==> config.mk <==
export PLATFORM = sky130hd
export DESIGN_NAME = dacsp_conv
export DESIGN_NICKNAME = d
export VERILOG_FILES = /design/src/rtl/dacsp_pkg.sv /design/src/rtl/dacsp_scale.sv /design/src/rtl/dacsp_stage.sv /design/src/rtl/dacsp_conv.sv
export SDC_FILE = /design/constraint.sdc
export NUM_CORES = 1
export LEC_CHECK = 0
export BUFFER_PORTS_ARGS = -buffer_cell sky130_fd_sc_hd__buf_2
export CAP_MARGIN = 20
export CORE_AREA = 2 2 40 42
export DETAILED_ROUTE_END_ITERATION = 6
export DIE_AREA = 0 0 42 44
export MAX_ROUTING_LAYER = met4
export PLACE_DENSITY = 0.77
export SLEW_MARGIN = 10
export SYNTH_ARGS = -nofsm -noshare
export SYNTH_HDL_FRONTEND = slang
export SYNTH_SLANG_ARGS = --single-unit
==> constraint.sdc <==
create_clock -name clk -period 5 [get_ports clk]
set_clock_uncertainty 0.15 [all_clocks]
set_input_delay 0 -clock clk [delete_from_list [all_inputs] [get_ports clk]]
set_output_delay 0 -clock clk [all_outputs]
set_load 0.02 [all_outputs]
==> src/rtl/dacsp_pkg.sv <==
package dacsp_pkg;
  parameter int unsigned DAC_BITS = 8;

  typedef logic [DAC_BITS-1:0] dac_code_t;

  typedef struct packed {
    logic      over;
    logic      half;
    dac_code_t code;
  } dac_word_t;
endpackage

==> src/rtl/dacsp_scale.sv <==
module dacsp_scale
  import dacsp_pkg::*;
#(
  parameter int unsigned IN_W        = 8,
  parameter int unsigned FULL_TENTHS = 100
) (
  input  logic [IN_W-1:0] tenths,
  output dac_word_t       word
);
  localparam int unsigned PROD_W    = IN_W + 3;
  localparam int unsigned FULL_CODE = (FULL_TENTHS * 5) / 2;

  logic [PROD_W-1:0] wide_in;
  logic [PROD_W-1:0] times5;
  logic [PROD_W-1:0] halved;
  logic              above;

  // five times the setpoint: x + 4x, no multiplier
  assign wide_in = PROD_W'(tenths);
  assign times5  = wide_in + (wide_in << 2);
  assign halved  = times5 >> 1;
  assign above   = wide_in > PROD_W'(FULL_TENTHS);

  always_comb begin
    word.over = above;
    if (above) begin
      word.code = DAC_BITS'(FULL_CODE);
      word.half = 1'b0;
    end else begin
      word.code = DAC_BITS'(halved);
      word.half = tenths[0];
    end
  end

  // a clamped result never carries the half-step
  always_comb begin
    a_r6_clamp_no_half: assert (!(word.over && word.half));
  end
endmodule

==> src/rtl/dacsp_stage.sv <==
module dacsp_stage
  import dacsp_pkg::*;
(
  input  logic      clk,
  input  logic      rst,
  input  logic      in_valid,
  output logic      in_ready,
  input  dac_word_t in_word,
  output logic      out_valid,
  input  logic      out_ready,
  output dac_word_t out_word
);
  logic take;

  assign in_ready = !out_valid || out_ready;
  assign take     = in_valid && in_ready;

  always_ff @(posedge clk) begin
    if (rst) begin
      out_valid <= 1'b0;
      out_word  <= '0;
    end else if (take) begin
      out_valid <= 1'b1;
      out_word  <= in_word;
    end else if (out_ready) begin
      out_valid <= 1'b0;
    end
  end

  // reset leaves the stage empty and cleared
  a_r1_reset_clear: assert property (@(posedge clk)
    rst |=> (!out_valid && out_word == '0));

  // an accepted setpoint is visible after one edge
  a_r8_one_cycle: assert property (@(posedge clk) disable iff (rst)
    (in_valid && in_ready) |=> out_valid);

  // a stalled result holds
  a_r9_hold: assert property (@(posedge clk) disable iff (rst)
    (out_valid && !out_ready) |=> (out_valid && $stable(out_word)));

  // a consumed result with nothing new behind it drains
  a_r10_drain: assert property (@(posedge clk) disable iff (rst)
    (out_valid && out_ready && !in_valid) |=> !out_valid);
endmodule

==> src/rtl/dacsp_conv.sv <==
module dacsp_conv
  import dacsp_pkg::*;
#(
  parameter int unsigned IN_W        = 8,
  parameter int unsigned FULL_TENTHS = 100
) (
  input  logic                clk,
  input  logic                rst,
  input  logic                in_valid,
  output logic                in_ready,
  input  logic [IN_W-1:0]     in_tenths,
  output logic                out_valid,
  input  logic                out_ready,
  output logic [DAC_BITS-1:0] out_code,
  output logic                out_half,
  output logic                out_over
);
  localparam int unsigned FULL_CODE = (FULL_TENTHS * 5) / 2;

  dac_word_t next_word;
  dac_word_t held_word;

  dacsp_scale #(
    .IN_W        (IN_W),
    .FULL_TENTHS (FULL_TENTHS)
  ) u_scale (
    .tenths (in_tenths),
    .word   (next_word)
  );

  dacsp_stage u_stage (
    .clk       (clk),
    .rst       (rst),
    .in_valid  (in_valid),
    .in_ready  (in_ready),
    .in_word   (next_word),
    .out_valid (out_valid),
    .out_ready (out_ready),
    .out_word  (held_word)
  );

  assign out_code = held_word.code;
  assign out_half = held_word.half;
  assign out_over = held_word.over;

  // the held code never exceeds full scale
  a_r3_code_limit: assert property (@(posedge clk) disable iff (rst)
    out_valid |-> (32'(out_code) <= FULL_CODE));

  // a flagged result sits exactly at full scale
  a_r6_clamp_value: assert property (@(posedge clk) disable iff (rst)
    (out_valid && out_over) |-> (32'(out_code) == FULL_CODE && !out_half));
endmodule

==> results.json, run 1 <==
{
  "outcome": "finished clean",
  "drt-wirelength-per-cell_um": 13.4,
  "cts.path.max_buffers": 2,
  "antenna_violations_before_repair": 0,
  "htree_levels": 1,
  "fmax_mhz": 442,
  "timing_worst_setup_path_type": "input pin to flop",
  "worst_rel_slew_slack_pct": 62.3,
  "postRouteAntennaNets": 0,
  "post-synth-top-area-cell": "sky130_fd_sc_hd__dfxtp_1",
  "layout.cells.most_common_list": "sky130_fd_sc_hd__buf_2, sky130_fd_sc_hd__nor2_1, sky130_fd_sc_hd__dfxtp_1",
  "power.leakage_nw": 0.427,
  "viasPerCell": 5.64,
  "worst_ep_arrival_time_ps": 2250,
  "dieWidth_um": 42,
  "buffer_ports.inserted": 23,
  "cts_sink_count": 11,
  "floorplan_core_area_um2": 1420,
  "synth-seq-cells": 11,
  "clk-insertion-delay-late_ps": 270,
  "netlist_instances": 75,
  "first_pass_grt_wire_length_mm": 2.79,
  "clk_transition_reported_paths_ps": 70,
  "synth_nets": 94,
  "postSynth.topFlopCell": "sky130_fd_sc_hd__dfxtp_1",
  "netlist.area_leader.share_pct": 32.7,
  "synth.top_cells.by_area": "sky130_fd_sc_hd__dfxtp_1, sky130_fd_sc_hd__ha_1, sky130_fd_sc_hd__nor2_1, sky130_fd_sc_hd__a211oi_1, sky130_fd_sc_hd__a32oi_1",
  "routabilityCongestion": 0.883,
  "critical_path.max_fanout": 3,
  "floorplan.die_area_um2": 1850,
  "globalRouteTotalUtil_pct": 21.0,
  "drt_iter0_markers": 17,
  "max_cap_viol_count": 0,
  "setup_tns_ps": 0,
  "number_of_global_route_vias_before_repair": 670,
  "edff_count_synth": 0,
  "globalRoute.totalOverflow": 0,
  "finalWorstPathRequiredPeriod_ps": 2260,
  "power.density_nw_per_um2": 254,
  "hold_path.class": "input pin to flop",
  "numCtsBuffers": 3,
  "synthDistinctLibCells": 28,
  "syn2layout_area_growth_pct": 33.2,
  "report.final.hold_viol_count": 0,
  "layout-drive-gt1-share_pct": 29.0,
  "initial_utilization_pct": 47.5,
  "clock-root-buffer": "sky130_fd_sc_hd__clkbuf_4",
  "cts.repair.resized": 0,
  "worstSetupStartpoint": "in_tenths[0]",
  "num-fill-cells": 135,
  "rows": 14,
  "dr_total_vias": 694,
  "floorplan.io_pins": 24,
  "grt_setup_unrepaired": "false",
  "detailedRoute.firstPassIterationCount": 6,
  "ys_seq_area_share_pct": 32.7,
  "synth_area_per_cell_um2": 8.99,
  "worstHoldStart": "in_tenths[7]",
  "rr_startpoint": "u_stage.out_valid",
  "worstPathRequired_ps": 4990,
  "fp.dieH_um": 44,
  "synth_async_sr_flop_share_pct": 0,
  "min_period_over_period_pct": 45.3,
  "start_kind": "input pin",
  "timing_max_transition_violations_final": 0,
  "commonest_non_fill_non_tap_cell_in_the_layout": "sky130_fd_sc_hd__buf_2",
  "post_cts_buffers": 0,
  "layout.nets": 127,
  "ys_warn_count": 0,
  "fin_total_pwr_uw": 228,
  "final_routed_wirelength_across_all_metal_layers_mm": 1.64,
  "setup-violations-final": 0,
  "largest_net_degree_at_the_start_of_global_routing": 12,
  "syn-cell-area_um2": 674,
  "ir_drop_v": 0.000281,
  "worst_setup_path_end_kind": "flop",
  "worst-slew-pin-transition_ps": 565,
  "place_hpwl_mm": 1.26,
  "n_antenna_cell": 0,
  "drc": 0,
  "cts_tree": "yes"
}
-- registers in the layout, summed over array words and instances (netlist names) --
name,cells
u_stage.out_word,10
u_stage.out_valid,1
-- area by class of cell --
type / count / area [um^2] / share of cell area [%]
multi-input combinational: 61 / 443 / 49.3
sequential: 11 / 220 / 24.5
clock buffer: 4 / 26.3 / 2.92
timing repair buffer: 30 / 185 / 20.6
inverter: 1 / 3.75 / 0.418
tap: 16 / 20.0 / 2.23
-- cell families (layout without fill, tap and decap cells) --
kind of cell,count (synthesis),in the layout,synth area share (%)
buffers and inverters,3,35,1.67
AO/OA/AOI/OAI,25,25,28.2
AND/OR/NAND/NOR,26,26,19.5
flip-flops,11,11,32.7
XOR/XNOR,3,3,3.90
adder cells (fa/ha/maj),7,7,14.1
-- layer usage --
metal | vias up | share of wire (%) | global-route usage, % | routed length, um
met2 | 22 | 51 | 36.6 | 833
met1 | 324 | 42 | 23.5 | 696
met5 | - | 0 | - | 0
met4 | 0 | 0 | 1.94 | 0
li1 | 348 | - | - | -
met3 | 0 | 6.9 | 8.33 | 113
-- through the flow --
step | instances | utilization (%) | setup WS [ps] | cell area [um^2] | hold WS [ps]
finish | 123 | 63.3 | 2740 | 898 | 37.7
global route | 123 | 63.3 | 2540 | 898 | 87.5
CTS | 123 | 63.3 | 2780 | 898 | 35.8
detailed placement | 112 | 56.5 | 3040 | 802 | 149
global placement | 112 | 56.5 | 3130 | 802 | 144
floorplan | 75 | - | 3330 | 674 | -81.1
-- synth_stat cells (2+ instances only) --
cell type / count
sky130_fd_sc_hd__nor2_1: 13
sky130_fd_sc_hd__dfxtp_1: 11
sky130_fd_sc_hd__ha_1: 6
sky130_fd_sc_hd__a211oi_1: 4
sky130_fd_sc_hd__a21oi_1: 4
sky130_fd_sc_hd__a21o_1: 3
sky130_fd_sc_hd__a32oi_1: 3
sky130_fd_sc_hd__nor3_1: 3
sky130_fd_sc_hd__o21ai_0: 3
sky130_fd_sc_hd__a2111oi_0: 2
sky130_fd_sc_hd__and2_1: 2
sky130_fd_sc_hd__and3_1: 2
sky130_fd_sc_hd__clkbuf_1: 2
sky130_fd_sc_hd__nand2_1: 2
sky130_fd_sc_hd__xor2_1: 2
-- worst paths after layout --
check,end,slack [ps],cells after the start
worst min-delay path,u_stage.out_word[7],40,4
worst max-delay path,u_stage.out_word[7],2740,8
worst min register to register,u_stage.out_word[9],340,2
worst max register to register,u_stage.out_word[8],3050,5
-- timing repair --
action,CTS,global route
hold endpoints to repair,11,0
setup endpoints to repair,0,0
hold buffers,7,0
-- report_power, final --
group | internal (mW) | switching, mW | total [mW]
combinational | 0.0311 | 0.0404 | 0.0715
clock | 0.0309 | 0.0285 | 0.0593
sequential | 0.0943 | 0.00310 | 0.0974
total | 0.156 | 0.0720 | 0.228
-- worst max-delay path, cell delays in order --
cell	delay, ps
sky130_fd_sc_hd__dlygate4sd3_1	530
sky130_fd_sc_hd__buf_2	140
sky130_fd_sc_hd__ha_1	230
sky130_fd_sc_hd__fa_1	450
sky130_fd_sc_hd__a211oi_2	210
sky130_fd_sc_hd__o21bai_1	120
sky130_fd_sc_hd__a2111oi_0	460
sky130_fd_sc_hd__a2111oi_1	100
(Power assumes the default switching activity.)
==> run 2, diff against run 1 <==
- ABC_AREA: not set -> 1
- CORE_AREA: 2 2 40 42 -> 2 2 44 46
- DIE_AREA: 0 0 42 44 -> 0 0 46 48
- PLACE_DENSITY: 0.77 -> 0.7
- clock period: 5 -> 1.9 ns (I/O delays scaled with it)
==> results.json, run 2 <==
{
  "setup_tns_ps": 0,
  "ir_drop_v": 0.000234,
  "worst_setup_path_end_kind": "flop",
  "yosysMostFrequentCell": "sky130_fd_sc_hd__nand2_1",
  "max_flop_register": "u_stage.out_word",
  "rows": 15,
  "clk-insertion-delay-late_ps": 260,
  "first_pass_grt_wire_length_mm": 2.37,
  "viasPerCell": 4.63,
  "synth_area_per_cell_um2": 6.91,
  "fp.dieH_um": 48,
  "netlist_instances": 102,
  "finalWorstPathRequiredPeriod_ps": 1750,
  "numCtsBuffers": 3,
  "outcome": "finished clean",
  "initial_utilization_pct": 41.7,
  "cts.path.max_buffers": 2,
  "drt-wirelength-per-cell_um": 9.59,
  "largest_reg_flops": 10,
  "critical_path.max_fanout": 3,
  "buffer_ports.inserted": 23,
  "timing_worst_setup_path_type": "input pin to flop",
  "worstPathRequired_ps": 1910,
  "power.share.clock_pct": 25.7,
  "synthDistinctLibCells": 14,
  "reg2reg_setup_slack_ps": 500,
  "layout-drive-gt1-share_pct": 22.6,
  "highest_metal_layer_with_signal_wires": "met3",
  "detailroute.wirelength.met3_um": 42,
  "edff_count_synth": 0,
  "clock-root-buffer": "sky130_fd_sc_hd__clkbuf_4",
  "ys_warn_count": 0,
  "n_antenna_cell": 0,
  "seq_power_share_pct": 42.7,
  "utilization_pct": 56.6,
  "power.leakage_nw": 0.536,
  "postRouteAntennaNets": 0,
  "worst-slew-pin-transition_ps": 306,
  "worst_ep_arrival_time_ps": 1760,
  "post-synth-top-area-cell": "sky130_fd_sc_hd__dfxtp_1",
  "hold_path.class": "input pin to flop",
  "rr_startpoint": "u_stage.out_valid",
  "grt_setup_unrepaired": "false",
  "timing_max_transition_violations_final": 0,
  "cts_tree": "yes",
  "synth_nets": 121,
  "floorplan.die_area_um2": 2210,
  "htree_levels": 1,
  "dieWidth_um": 46,
  "layout.nets": 157,
  "power_spent_charging_and_discharging_nets_uw": 192,
  "place_hpwl_mm": 1.18,
  "switching_share_pct": 32.0,
  "start_kind": "input pin",
  "synth.top_cells.by_area": "sky130_fd_sc_hd__dfxtp_1, sky130_fd_sc_hd__nand2_1, sky130_fd_sc_hd__ha_1, sky130_fd_sc_hd__inv_1, sky130_fd_sc_hd__nor2_1",
  "synth_top_cells_by_count": "sky130_fd_sc_hd__nand2_1, sky130_fd_sc_hd__inv_1, sky130_fd_sc_hd__nor2_1",
  "synth-seq-cells": 11,
  "final_routed_wirelength_across_all_metal_layers_mm": 1.48,
  "routabilityCongestion": 0.826,
  "globalRoute.totalOverflow": 0,
  "route.met2.wl_um": 727,
  "detailedRoute.firstPassIterationCount": 3,
  "ys_seq_area_share_pct": 31.3,
  "p_int_uw": 408,
  "antenna_violations_before_repair": 0,
  "timing.reg2reg.worst_path_depth": 6,
  "clk_transition_reported_paths_ps": 70,
  "worstSetupStartpoint": "in_tenths[0]",
  "p_comb_share_pct": 31.6,
  "worst_rel_slew_slack_pct": 79.5,
  "worstHoldStart": "in_tenths[5]",
  "synth_async_sr_flop_share_pct": 0,
  "drc": 0,
  "globalRouteTotalUtil_pct": 15.9,
  "report.final.hold_viol_count": 0,
  "min_period_over_period_pct": 92.4,
  "worstSetupEndpoint": "u_stage.out_word[1]",
  "met1_length_um": 708,
  "syn2layout_area_growth_pct": 35.7,
  "cts_sink_count": 11,
  "fmax_mhz": 570,
  "worst_hold_slack_ps": 78.2,
  "max_cap_viol_count": 0,
  "setup-violations-final": 0,
  "largest_net_degree_at_the_start_of_global_routing": 11,
  "power.density_nw_per_um2": 628,
  "commonest_non_fill_non_tap_cell_in_the_layout": "sky130_fd_sc_hd__nand2_1",
  "layout.cells.most_common_list": "sky130_fd_sc_hd__nand2_1, sky130_fd_sc_hd__buf_2, sky130_fd_sc_hd__inv_1",
  "r2r-end": "u_stage.out_word[6]",
  "biggestRegsByFlops": "u_stage.out_word x10, u_stage.out_valid x1",
  "postSynth.topFlopCell": "sky130_fd_sc_hd__dfxtp_1",
  "number_of_global_route_vias_before_repair": 596,
  "drt_iter0_markers": 9,
  "dr_total_vias": 713,
  "syn-cell-area_um2": 704,
  "floorplan_core_area_um2": 1690,
  "num-fill-cells": 174,
  "floorplan.io_pins": 24,
  "netlist.area_leader.share_pct": 31.3
}
run 2: cell families (layout without fill, tap and decap cells):
kind of cell / Yosys count / count (layout) / synth area share, %
fa+ha+maj: 7 / 7 / 13.5
simple gates: 46 / 46 / 26.8
flops: 11 / 11 / 31.3
buf+inv: 19 / 54 / 10.1
xor+xnor: 3 / 3 / 3.73
compound gates: 16 / 16 / 14.6
run 2: area by class of cell:
| cell class | instances | area [um^2] | area share (%) |
|---|---|---|---|
| multi-input cells | 72 | 415 | 43.5 |
| repair buffers | 32 | 205 | 21.5 |
| flip-flops and latches | 11 | 220 | 23.0 |
| clock buffers | 4 | 26.3 | 2.75 |
| well taps | 17 | 21.3 | 2.23 |
| inverters | 18 | 67.6 | 7.07 |
run 2: worst min path at each step:
stage / slack (ps) / to / depth (start not counted)
floorplan: -7 / u_stage.out_word[0] / 2
global placement: 130 / u_stage.out_word[8] / 2
detailed placement: 140 / u_stage.out_word[8] / 2
CTS: 80 / u_stage.out_word[9] / 5
global route: 100 / u_stage.out_word[9] / 6
finish: 80 / u_stage.out_word[9] / 5
run 2: power by group through the flow:
stage	Clock, mW	Sequential, mW	Combinational [mW]
3_3_place_gp	0	0.261	0.171
3_5_place_dp	0	0.262	0.174
2_1_floorplan	0	0.284	0.0980
5_1_grt	0.173	0.259	0.214
4_1_cts	0.161	0.256	0.190
6_report	0.154	0.256	0.190
run 2: timing repair:
item / 4_1_cts / 5_1_grt
hold buffers: 9 / 0
endpoints found under the hold margin: 9 / 0
buffers inserted: 0 / 0
setup endpoints to repair: 0 / 1
gates resized for setup: 0 / 1
run 2: layer usage:
layer	vias up	track usage, %
met5	-	-
met4	0	10.3
met3	0	2.26
met2	16	26.9
met1	307	17.3
li1	390	-
run 2: worst max-delay path: stages:
cell and delay (ps):
sky130_fd_sc_hd__dlygate4sd3_1 550, sky130_fd_sc_hd__buf_2 140, sky130_fd_sc_hd__ha_1 280, sky130_fd_sc_hd__dlygate4sd3_1 560
sky130_fd_sc_hd__o21ai_0 180, sky130_fd_sc_hd__inv_1 50
run 2: through the flow:
step | instances | power (mW) | cell area [um^2] | setup slack [ps]
after CTS | 154 | 0.607 | 953 | 140
after floorplan | 102 | 0.382 | 704 | 551
after global placement | 141 | 0.432 | 837 | 434
after global routing | 154 | 0.646 | 956 | 36.6
final | 154 | 0.600 | 956 | 145
after detailed placement | 141 | 0.436 | 837 | 406
